## src/rtl/uart_irq_pkg.sv

```systemverilog
package uart_irq_pkg;
   localparam int NUM_LVL  = 7;
   localparam int CODE_W   = 6;
   localparam int STAT_W   = 8;

   localparam int LVL_LINE = 0;
   localparam int LVL_TMO  = 1;
   localparam int LVL_RXD  = 2;
   localparam int LVL_TX   = 3;
   localparam int LVL_MDM  = 4;
   localparam int LVL_XOFF = 5;
   localparam int LVL_FLOW = 6;

   localparam logic [CODE_W-1:0] CODE_NONE = 6'b000001;

   function automatic logic [CODE_W-1:0] lvl_code(input int lvl);
      case (lvl)
         LVL_LINE: lvl_code = 6'b000110;
         LVL_TMO:  lvl_code = 6'b001100;
         LVL_RXD:  lvl_code = 6'b000100;
         LVL_TX:   lvl_code = 6'b000010;
         LVL_MDM:  lvl_code = 6'b000000;
         LVL_XOFF: lvl_code = 6'b010000;
         LVL_FLOW: lvl_code = 6'b100000;
         default:  lvl_code = CODE_NONE;
      endcase
   endfunction
endpackage

```

## src/rtl/uart_irq_flag.sv

```systemverilog
module uart_irq_flag #(
   parameter bit SET_WINS = 1'b1
) (
   input  logic clk,
   input  logic rst_n,
   input  logic set_i,
   input  logic clr_i,
   output logic q_o
);
   logic q_q;

   always_ff @(posedge clk or negedge rst_n) begin
      if (!rst_n) begin
         q_q <= 1'b0;
      end else begin
         if (SET_WINS) begin
            if (set_i)      q_q <= 1'b1;
            else if (clr_i) q_q <= 1'b0;
         end else begin
            if (clr_i)      q_q <= 1'b0;
            else if (set_i) q_q <= 1'b1;
         end
      end
   end

   assign q_o = q_q;

   generate
      if (SET_WINS) begin : g_setwin_chk
         assert_set_holds_R8: assert property (@(posedge clk) disable iff (!rst_n)
            set_i |=> q_o);
         assert_clear_drops_R8: assert property (@(posedge clk) disable iff (!rst_n)
            (clr_i && !set_i) |=> !q_o);
      end else begin : g_clrwin_chk
         assert_clear_first_R8: assert property (@(posedge clk) disable iff (!rst_n)
            clr_i |=> !q_o);
      end
   endgenerate

   assert_idle_stable_R8: assert property (@(posedge clk) disable iff (!rst_n)
      (!set_i && !clr_i) |=> $stable(q_o));
endmodule

```

## src/rtl/uart_irq_prio.sv

```systemverilog
module uart_irq_prio
   import uart_irq_pkg::*;
#(
   parameter int LVLS = NUM_LVL
) (
   input  logic              clk,
   input  logic              rst_n,
   input  logic [LVLS-1:0]   req_i,
   output logic [CODE_W-1:0] code_o
);
   generate
      if (LVLS != NUM_LVL) begin : g_bad_lvls
         $error("uart_irq_prio: LVLS must equal the defined level count");
      end
   endgenerate

   always_comb begin
      code_o = CODE_NONE;
      for (int i = LVLS - 1; i >= 0; i--) begin
         if (req_i[i]) code_o = lvl_code(i);
      end
   end

   assert_none_code_R3: assert property (@(posedge clk) disable iff (!rst_n)
      (req_i == '0) |-> (code_o == CODE_NONE));
   assert_top_wins_R2: assert property (@(posedge clk) disable iff (!rst_n)
      req_i[LVL_LINE] |-> (code_o == 6'b000110));
   assert_pending_bit0_R3: assert property (@(posedge clk) disable iff (!rst_n)
      (req_i != '0) |-> !code_o[0]);
endmodule

```

## src/rtl/uart_irq_ident.sv

```systemverilog
module uart_irq_ident
   import uart_irq_pkg::*;
#(
   parameter int STATUS_W = STAT_W,
   parameter bit IRQ_REG  = 1'b1,
   parameter bit SET_WINS = 1'b1
) (
   input  logic               clk,
   input  logic               rst_n,
   input  logic               fifo_en,
   input  logic               enh_en,
   input  logic [NUM_LVL-1:0] ien,
   input  logic               lsr_evt,
   input  logic               rx_tmo_evt,
   input  logic               rx_at_trig,
   input  logic               tx_rdy_evt,
   input  logic               msr_evt,
   input  logic               xoff_rx,
   input  logic               xon_rx,
   input  logic               flow_evt,
   input  logic               isr_rd,
   input  logic               lsr_rd,
   input  logic               msr_rd,
   input  logic               rhr_rd,
   input  logic               thr_wr,
   output logic [STATUS_W-1:0] isr,
   output logic               irq
);
   localparam int NFLAG = 7;
   localparam int F_LINE = 0, F_TMO = 1, F_TX = 2, F_MDM = 3,
                  F_XOFF = 4, F_FLOW = 5, F_STICKY = 6;

   generate
      if (STATUS_W != STAT_W) begin : g_bad_w
         $error("uart_irq_ident: STATUS_W must be 8");
      end
   endgenerate

   logic [NFLAG-1:0] set_v, clr_v, flag_q;

   always_comb begin
      set_v = '0;
      clr_v = '0;
      set_v[F_LINE]   = lsr_evt;     clr_v[F_LINE]   = lsr_rd;
      set_v[F_TMO]    = rx_tmo_evt;  clr_v[F_TMO]    = rhr_rd;
      set_v[F_TX]     = tx_rdy_evt;  clr_v[F_TX]     = isr_rd | thr_wr;
      set_v[F_MDM]    = msr_evt;     clr_v[F_MDM]    = msr_rd;
      set_v[F_XOFF]   = xoff_rx;     clr_v[F_XOFF]   = isr_rd;
      set_v[F_FLOW]   = flow_evt;    clr_v[F_FLOW]   = msr_rd;
      set_v[F_STICKY] = xoff_rx;     clr_v[F_STICKY] = xon_rx;
   end

   genvar g;
   generate
      for (g = 0; g < NFLAG; g++) begin : g_flag
         uart_irq_flag #(.SET_WINS(SET_WINS)) u_flag (
            .clk  (clk),
            .rst_n(rst_n),
            .set_i(set_v[g]),
            .clr_i(clr_v[g]),
            .q_o  (flag_q[g])
         );
      end
   endgenerate

   logic [NUM_LVL-1:0] raw_req, req;

   always_comb begin
      raw_req           = '0;
      raw_req[LVL_LINE] = flag_q[F_LINE];
      raw_req[LVL_TMO]  = flag_q[F_TMO];
      raw_req[LVL_RXD]  = rx_at_trig;
      raw_req[LVL_TX]   = flag_q[F_TX];
      raw_req[LVL_MDM]  = flag_q[F_MDM];
      raw_req[LVL_XOFF] = flag_q[F_XOFF] & enh_en;
      raw_req[LVL_FLOW] = flag_q[F_FLOW] & enh_en;
      req               = raw_req & ien;
   end

   logic [CODE_W-1:0] code;

   uart_irq_prio #(.LVLS(NUM_LVL)) u_prio (
      .clk   (clk),
      .rst_n (rst_n),
      .req_i (req),
      .code_o(code)
   );

   logic sticky_vis;
   assign sticky_vis = enh_en & flag_q[F_STICKY];

   always_comb begin
      isr       = {{2{fifo_en}}, code};
      isr[4]    = code[4] | sticky_vis;
   end

   logic pend;
   assign pend = !code[0];

   generate
      if (IRQ_REG) begin : g_irq_ff
         logic irq_q;
         always_ff @(posedge clk or negedge rst_n) begin
            if (!rst_n) irq_q <= 1'b0;
            else        irq_q <= pend;
         end
         assign irq = irq_q;

         assert_irq_follow_R12: assert property (@(posedge clk) disable iff (!rst_n)
            !isr[0] |=> irq);
         assert_irq_quiet_R12: assert property (@(posedge clk) disable iff (!rst_n)
            isr[0] |=> !irq);
      end else begin : g_irq_comb
         assign irq = pend;
      end
   endgenerate

   assert_enh_mask_R4: assert property (@(posedge clk) disable iff (!rst_n)
      !enh_en |-> (isr[5:4] == 2'b00));
   assert_fifo_bits_R11: assert property (@(posedge clk) disable iff (!rst_n)
      isr[7:6] == {fifo_en, fifo_en});
   assert_sticky_R10: assert property (@(posedge clk) disable iff (!rst_n)
      (xoff_rx && !xon_rx) |=> (!enh_en || isr[4]));
   assert_rxd_level_R6: assert property (@(posedge clk) disable iff (!rst_n)
      (rx_at_trig && ien[LVL_RXD] && !req[LVL_LINE] && !req[LVL_TMO])
         |-> (isr[3:0] == 4'b0100));
endmodule

```

## config.mk

```make
export PLATFORM = sky130hd
export DESIGN_NAME = uart_irq_ident
export DESIGN_NICKNAME = d
export VERILOG_FILES = /design/src/rtl/uart_irq_pkg.sv /design/src/rtl/uart_irq_flag.sv /design/src/rtl/uart_irq_prio.sv /design/src/rtl/uart_irq_ident.sv
export SDC_FILE = /design/constraint.sdc
export NUM_CORES = 1
export LEC_CHECK = 0
export CAP_MARGIN = 20
export CORE_AREA = 2 2 39 41
export DETAILED_ROUTE_END_ITERATION = 7
export DIE_AREA = 0 0 41 43
export GPL_TIMING_DRIVEN = 0
export PLACE_DENSITY = 0.76
export REMOVE_ABC_BUFFERS = 1
export SYNTH_ARGS = -nofsm -noshare
export SYNTH_HDL_FRONTEND = slang
export SYNTH_HIERARCHICAL = 1
export SYNTH_SLANG_ARGS = --single-unit
```

## constraint.sdc

```tcl
create_clock -name clk -period 2.64 [get_ports clk]
set_clock_uncertainty 0.15 [all_clocks]
set_input_delay 0.264 -clock clk [delete_from_list [all_inputs] [get_ports clk]]
set_output_delay 0.264 -clock clk [all_outputs]
set_load 0.01 [all_outputs]
```

Word-level counts from Yosys, hierarchy flattened
Cells that the tools add are included.
- flip-flop bits (word level): 8
- bits of input ports: 24
- logic and storage cells: 42
- reductions and logical operators: 8
- mux-type cells: 20
- bitwise logic cells: 6
- operators with widths (kind ; number):
    6-bit two-way mux ; 7
    2-bit nonzero test ; 7
    1-bit two-way mux ; 13
    7-bit bitwise AND ; 1
    1-bit bitwise AND ; 3
    1-bit bitwise OR ; 2
    1-bit logical NOT ; 1

Logic depth before layout (Yosys ltp)
- depth after elaboration: 10
- gate-level depth with buffers: 4
- depth with buffers taken out: 4

Cells and area by module
The synthesis kept the hierarchy.
- modules (own cells, without submodules) (module ; times used ; area each (sq um) ; cells each ; sequential area each (sq um)):
    uart_irq_flag ; 7 ; 36.3 ; 3 ; 25.0
    uart_irq_ident ; 1 ; 101.3 ; 13 ; 25.0
    uart_irq_prio ; 1 ; 73.8 ; 9 ; 0.0

Worst setup path after synthesis
OpenSTA, ideal clock, no wires.
- path kind: register -> output
- from: register g_flag[0].u_flag.q_q
- to: output isr[4]
- data arrival time: 1.296 ns
- setup slack: 0.930 ns
- data required time: 2.226 ns
- stages on the path, launching flop included: 5
- cell sequence: dfrtp_1 -> and2_1 -> or3_4 -> nor4b_2 -> a21o_1
- word-level cells in the longest chain between the ends: 3
- RTL lines (what ; line ; text):
    from (decl) ; uart_irq_flag.sv:10 ; logic q_q;
    from (signal assigned) ; uart_irq_flag.sv:14 ; q_q <= 1'b0;
    from (signal assigned) ; uart_irq_flag.sv:17 ; if (set_i) q_q <= 1'b1;
    from (signal assigned) ; uart_irq_flag.sv:18 ; else if (clr_i) q_q <= 1'b0;
    7-bit bitwise AND ; uart_irq_ident.sv:77 ; req = raw_req & ien;
    via req[0] ; uart_irq_ident.sv:66 ; logic [NUM_LVL-1:0] raw_req, req;
    6-bit two-way mux ; uart_irq_prio.sv:20 ; if (req_i[i]) code_o = lvl_code(i);
    via code[4] ; uart_irq_ident.sv:80 ; logic [CODE_W-1:0] code;
    1-bit bitwise OR ; uart_irq_ident.sv:94 ; isr[4] = code[4] | sticky_vis;
    to (decl) ; uart_irq_ident.sv:26 ; output logic [STATUS_W-1:0] isr,
The timed path passes the listed nets, and every way through them passes these cells.

Worst setup path after layout
- from: input ien[0]
- to: output isr[4]
- word-level cells in the longest chain between the ends: 3
- RTL lines (what ; line ; text):
    from (decl) ; uart_irq_ident.sv:12 ; input logic [NUM_LVL-1:0] ien,
    7-bit bitwise AND ; uart_irq_ident.sv:77 ;
    via req[0] ; uart_irq_ident.sv:66 ;
    6-bit two-way mux ; uart_irq_prio.sv:20 ;
    via code[4] ; uart_irq_ident.sv:80 ;
    1-bit bitwise OR ; uart_irq_ident.sv:94 ;
The timed path passes the listed nets, and every way through them passes these cells.

==> impl_metrics.yaml <==
run_status:
  status: "complete, no violations"
clock_tree:
  htreeDepth: 1
  postCtsResizedCells: 0
  post_cts_buffers: 0
  cts-root-buf: "clkbuf_4"
  cts_made_buffers: 3
  path_clk_slew_ns: 0.06
  holdBufCountCts: 0
  cts_tree: "done"
  clock_path_buffers: 2
  cts_sinks: 8
  clk_latency_ns: 0.25
worst_setup_path:
  cp.required_ns: 2.23
  crit_cells: 6
  crit_start: "ien[0]"
  path_class: "input pin to output port"
  cpPeakStageDelay_ns: 0.53
  worst_path_max_delay_cell: "clkdlybuf4s50_1"
  setup.reg_to_reg.worst_slack_ns: 1.10
  reg2reg_from: "g_flag[2].u_flag/q_o"
  crit_family: "buffers and inverters"
  rr_worst_depth: 4
  crit_buf_inv: 2
  cp-endpoint: "isr[4]"
  worstPathCellList: "clkdlybuf4s50_1, and2_1, or3_4, nor4b_2, a21o_1, clkdlybuf4s50_1"
  start_kind: "input pin"
  crit_top_cell: "clkdlybuf4s50_1"
  end_kind: "output port"
  reg2reg_to: "irq"
  cp_max_fo: 4
  critPathArrivalTime_ns: 2.12
synthesis:
  syn_inst: 43
  ys_types: 14
  ys_seq_area_share_pct: 46.6
  yosys_warnings: 6
  ys_ff_latch: 8
  syn_area_sq_um: 429
  avgSynthCellArea_sq_um: 9.98
pwr:
  irDropWorstVdd_v: 0.000314
  power.leakage_nw: 0.350
  p_int_mw: 0.238
  switchingPower_mw: 0.0681
  power_frac_clock_pct: 29.6
  power_density_nw_per_um2: 410
  share_comb_of_total_power_pct: 26.4
  p_seq_share_pct: 44.0
  swShare_pct: 22.2
final_layout:
  finalNetCount: 99
  fin_cells: 89
  area_delta_synth_final_pct: 74.1
  n_antenna_cell: 0
  drive_above_1_share_pct: 8.22
run:
  drv_cap: 0
grt:
  antenna_found_initial: 0
  grt-ovfl-total: 0
  grtUsageTotal_pct: 13.5
  grt_pass1_wl_um: 1550
  grt_pass1_vias: 420
  grt_max_degree: 9
routing:
  post_drt_wl_per_cell_um: 9.80
  drtPass1Iterations: 1
  wl_um: 872
  vias: 391
  ant_nets: 0
  vias_per_cell: 4.39
  drt_iter0_markers: 0
  drc: 0
floorplanning:
  fp.coreArea_sq_um: 1380
  die_y_um: 43
  die-area_sq_um: 1760
  initial_core_util_pct: 31.0
  fp-row-count: 14
  io_pins: 33
  die_x_um: 41
timing:
  report.final.hold_viol_count: 0
  max_freq_mhz: 395
  tightestPinTransition_ns: 0.356
  min_period_ns: 2.53
  fin_tns_setup_ns: 0
  period_share_pct: 95.9
  max_slew_margin_pct: 76.2
  rsz0062_at_grt: "false"
  finalSetupViolCount: 0
  drv_slew: 0
  fin_ws_ns: 0.109
placement:
  dp.cells: 86
  port_buffers: 29
  place_congestion: 0.614
  pre_cts_ws_ns: 0.0910
worst_hold_path:
  hp-class: "input pin to async pin"
[sequential cells by signal, indices dropped and copies added (netlist names)]
name / count
g_flag.u_flag/q_o: 7
irq: 1
[Yosys cell counts]
library cell	instances	area, sq um
and2_1	5	31.3
or2_1	1	6.26
nor2_1	2	7.51
nor2b_1	1	6.26
or4_1	1	7.51
buf_4	2	15.0
inv_1	8	30.0
nand2b_1	1	6.26
and3_1	2	12.5
dfrtp_1	8	200
or3_4	1	11.3
a21o_1	9	67.6
nor4_2	1	12.5
nor4b_2	1	15.0
[worst min-delay path by stage]
stage	start	to	slack (ns)	depth (start not counted)
floorplan	rst_n	g_flag[0].u_flag/q_o	-0.18	0
global placement	g_flag[3].u_flag/q_o	g_flag[3].u_flag/q_o	0.31	1
detailed placement	g_flag[0].u_flag/q_o	g_flag[0].u_flag/q_o	0.31	1
CTS	rst_n	g_flag[2].u_flag/q_o	0.14	1
global route	rst_n	irq	0.17	1
finish	rst_n	g_flag[2].u_flag/q_o	0.13	1
[power groups by stage]
| stage | clock network [mW] | logic, mW | registers, mW |
|---|---|---|---|
| global placement | 0 | 0.0806 | 0.136 |
| finish | 0.0908 | 0.0809 | 0.135 |
| CTS | 0.0982 | 0.0822 | 0.135 |
| detailed placement | 0 | 0.0819 | 0.137 |
| floorplan | 0 | 0.0293 | 0.136 |
| global route | 0.107 | 0.0893 | 0.136 |
[layout by cell type, fill, tap and decap left out]
master            n
clkbuf_4          3
dfrtp_1           8
clkdlybuf4s50_1  29
and3_1            2
or2_1             1
nor4b_2           1
and2_1            5
or4_1             1
nor2_1            2
nor2b_1           1
inv_1             8
nand2b_1          1
a21o_1            9
or3_4             1
nor4_2            1
[routing by layer]
layer	wire length [um]	vias up	global-route usage, %
met3	54	2	7.85
li1	-	199	-
met5	0	-	0
met1	316	175	12.9
met4	14	0	4.00
met2	487	15	22.8
[final cells by class]
type	count	area (sq um)
clock buffers	3	22.5
fillers	141	637
inverters	8	30.0
multi-input cells	25	184
flip-flops and latches	8	200
well taps	16	20.0
repair buffers	29	290
[kinds of logic (layout without fill, tap and decap cells)]
group,after synthesis,count (layout),synth area share [%]
AO/OA/AOI/OAI,9,9,15.7
buffers and inverters,10,40,10.5
flip-flops,8,8,46.6
AND/OR/NAND/NOR,16,16,27.1
[per-stage QoR]
step | util [%] | instance area [sq um] | power [mW] | hold slack, ns
2_1_floorplan | - | 414 | 0.166 | -0.182
3_3_place_gp | 52.4 | 724 | 0.217 | 0.307
6_report | 54.0 | 747 | 0.306 | 0.134
3_5_place_dp | 52.4 | 724 | 0.219 | 0.313
4_1_cts | 54.0 | 747 | 0.315 | 0.140
5_1_grt | 54.0 | 747 | 0.332 | 0.166
(Power assumes the default switching activity.)
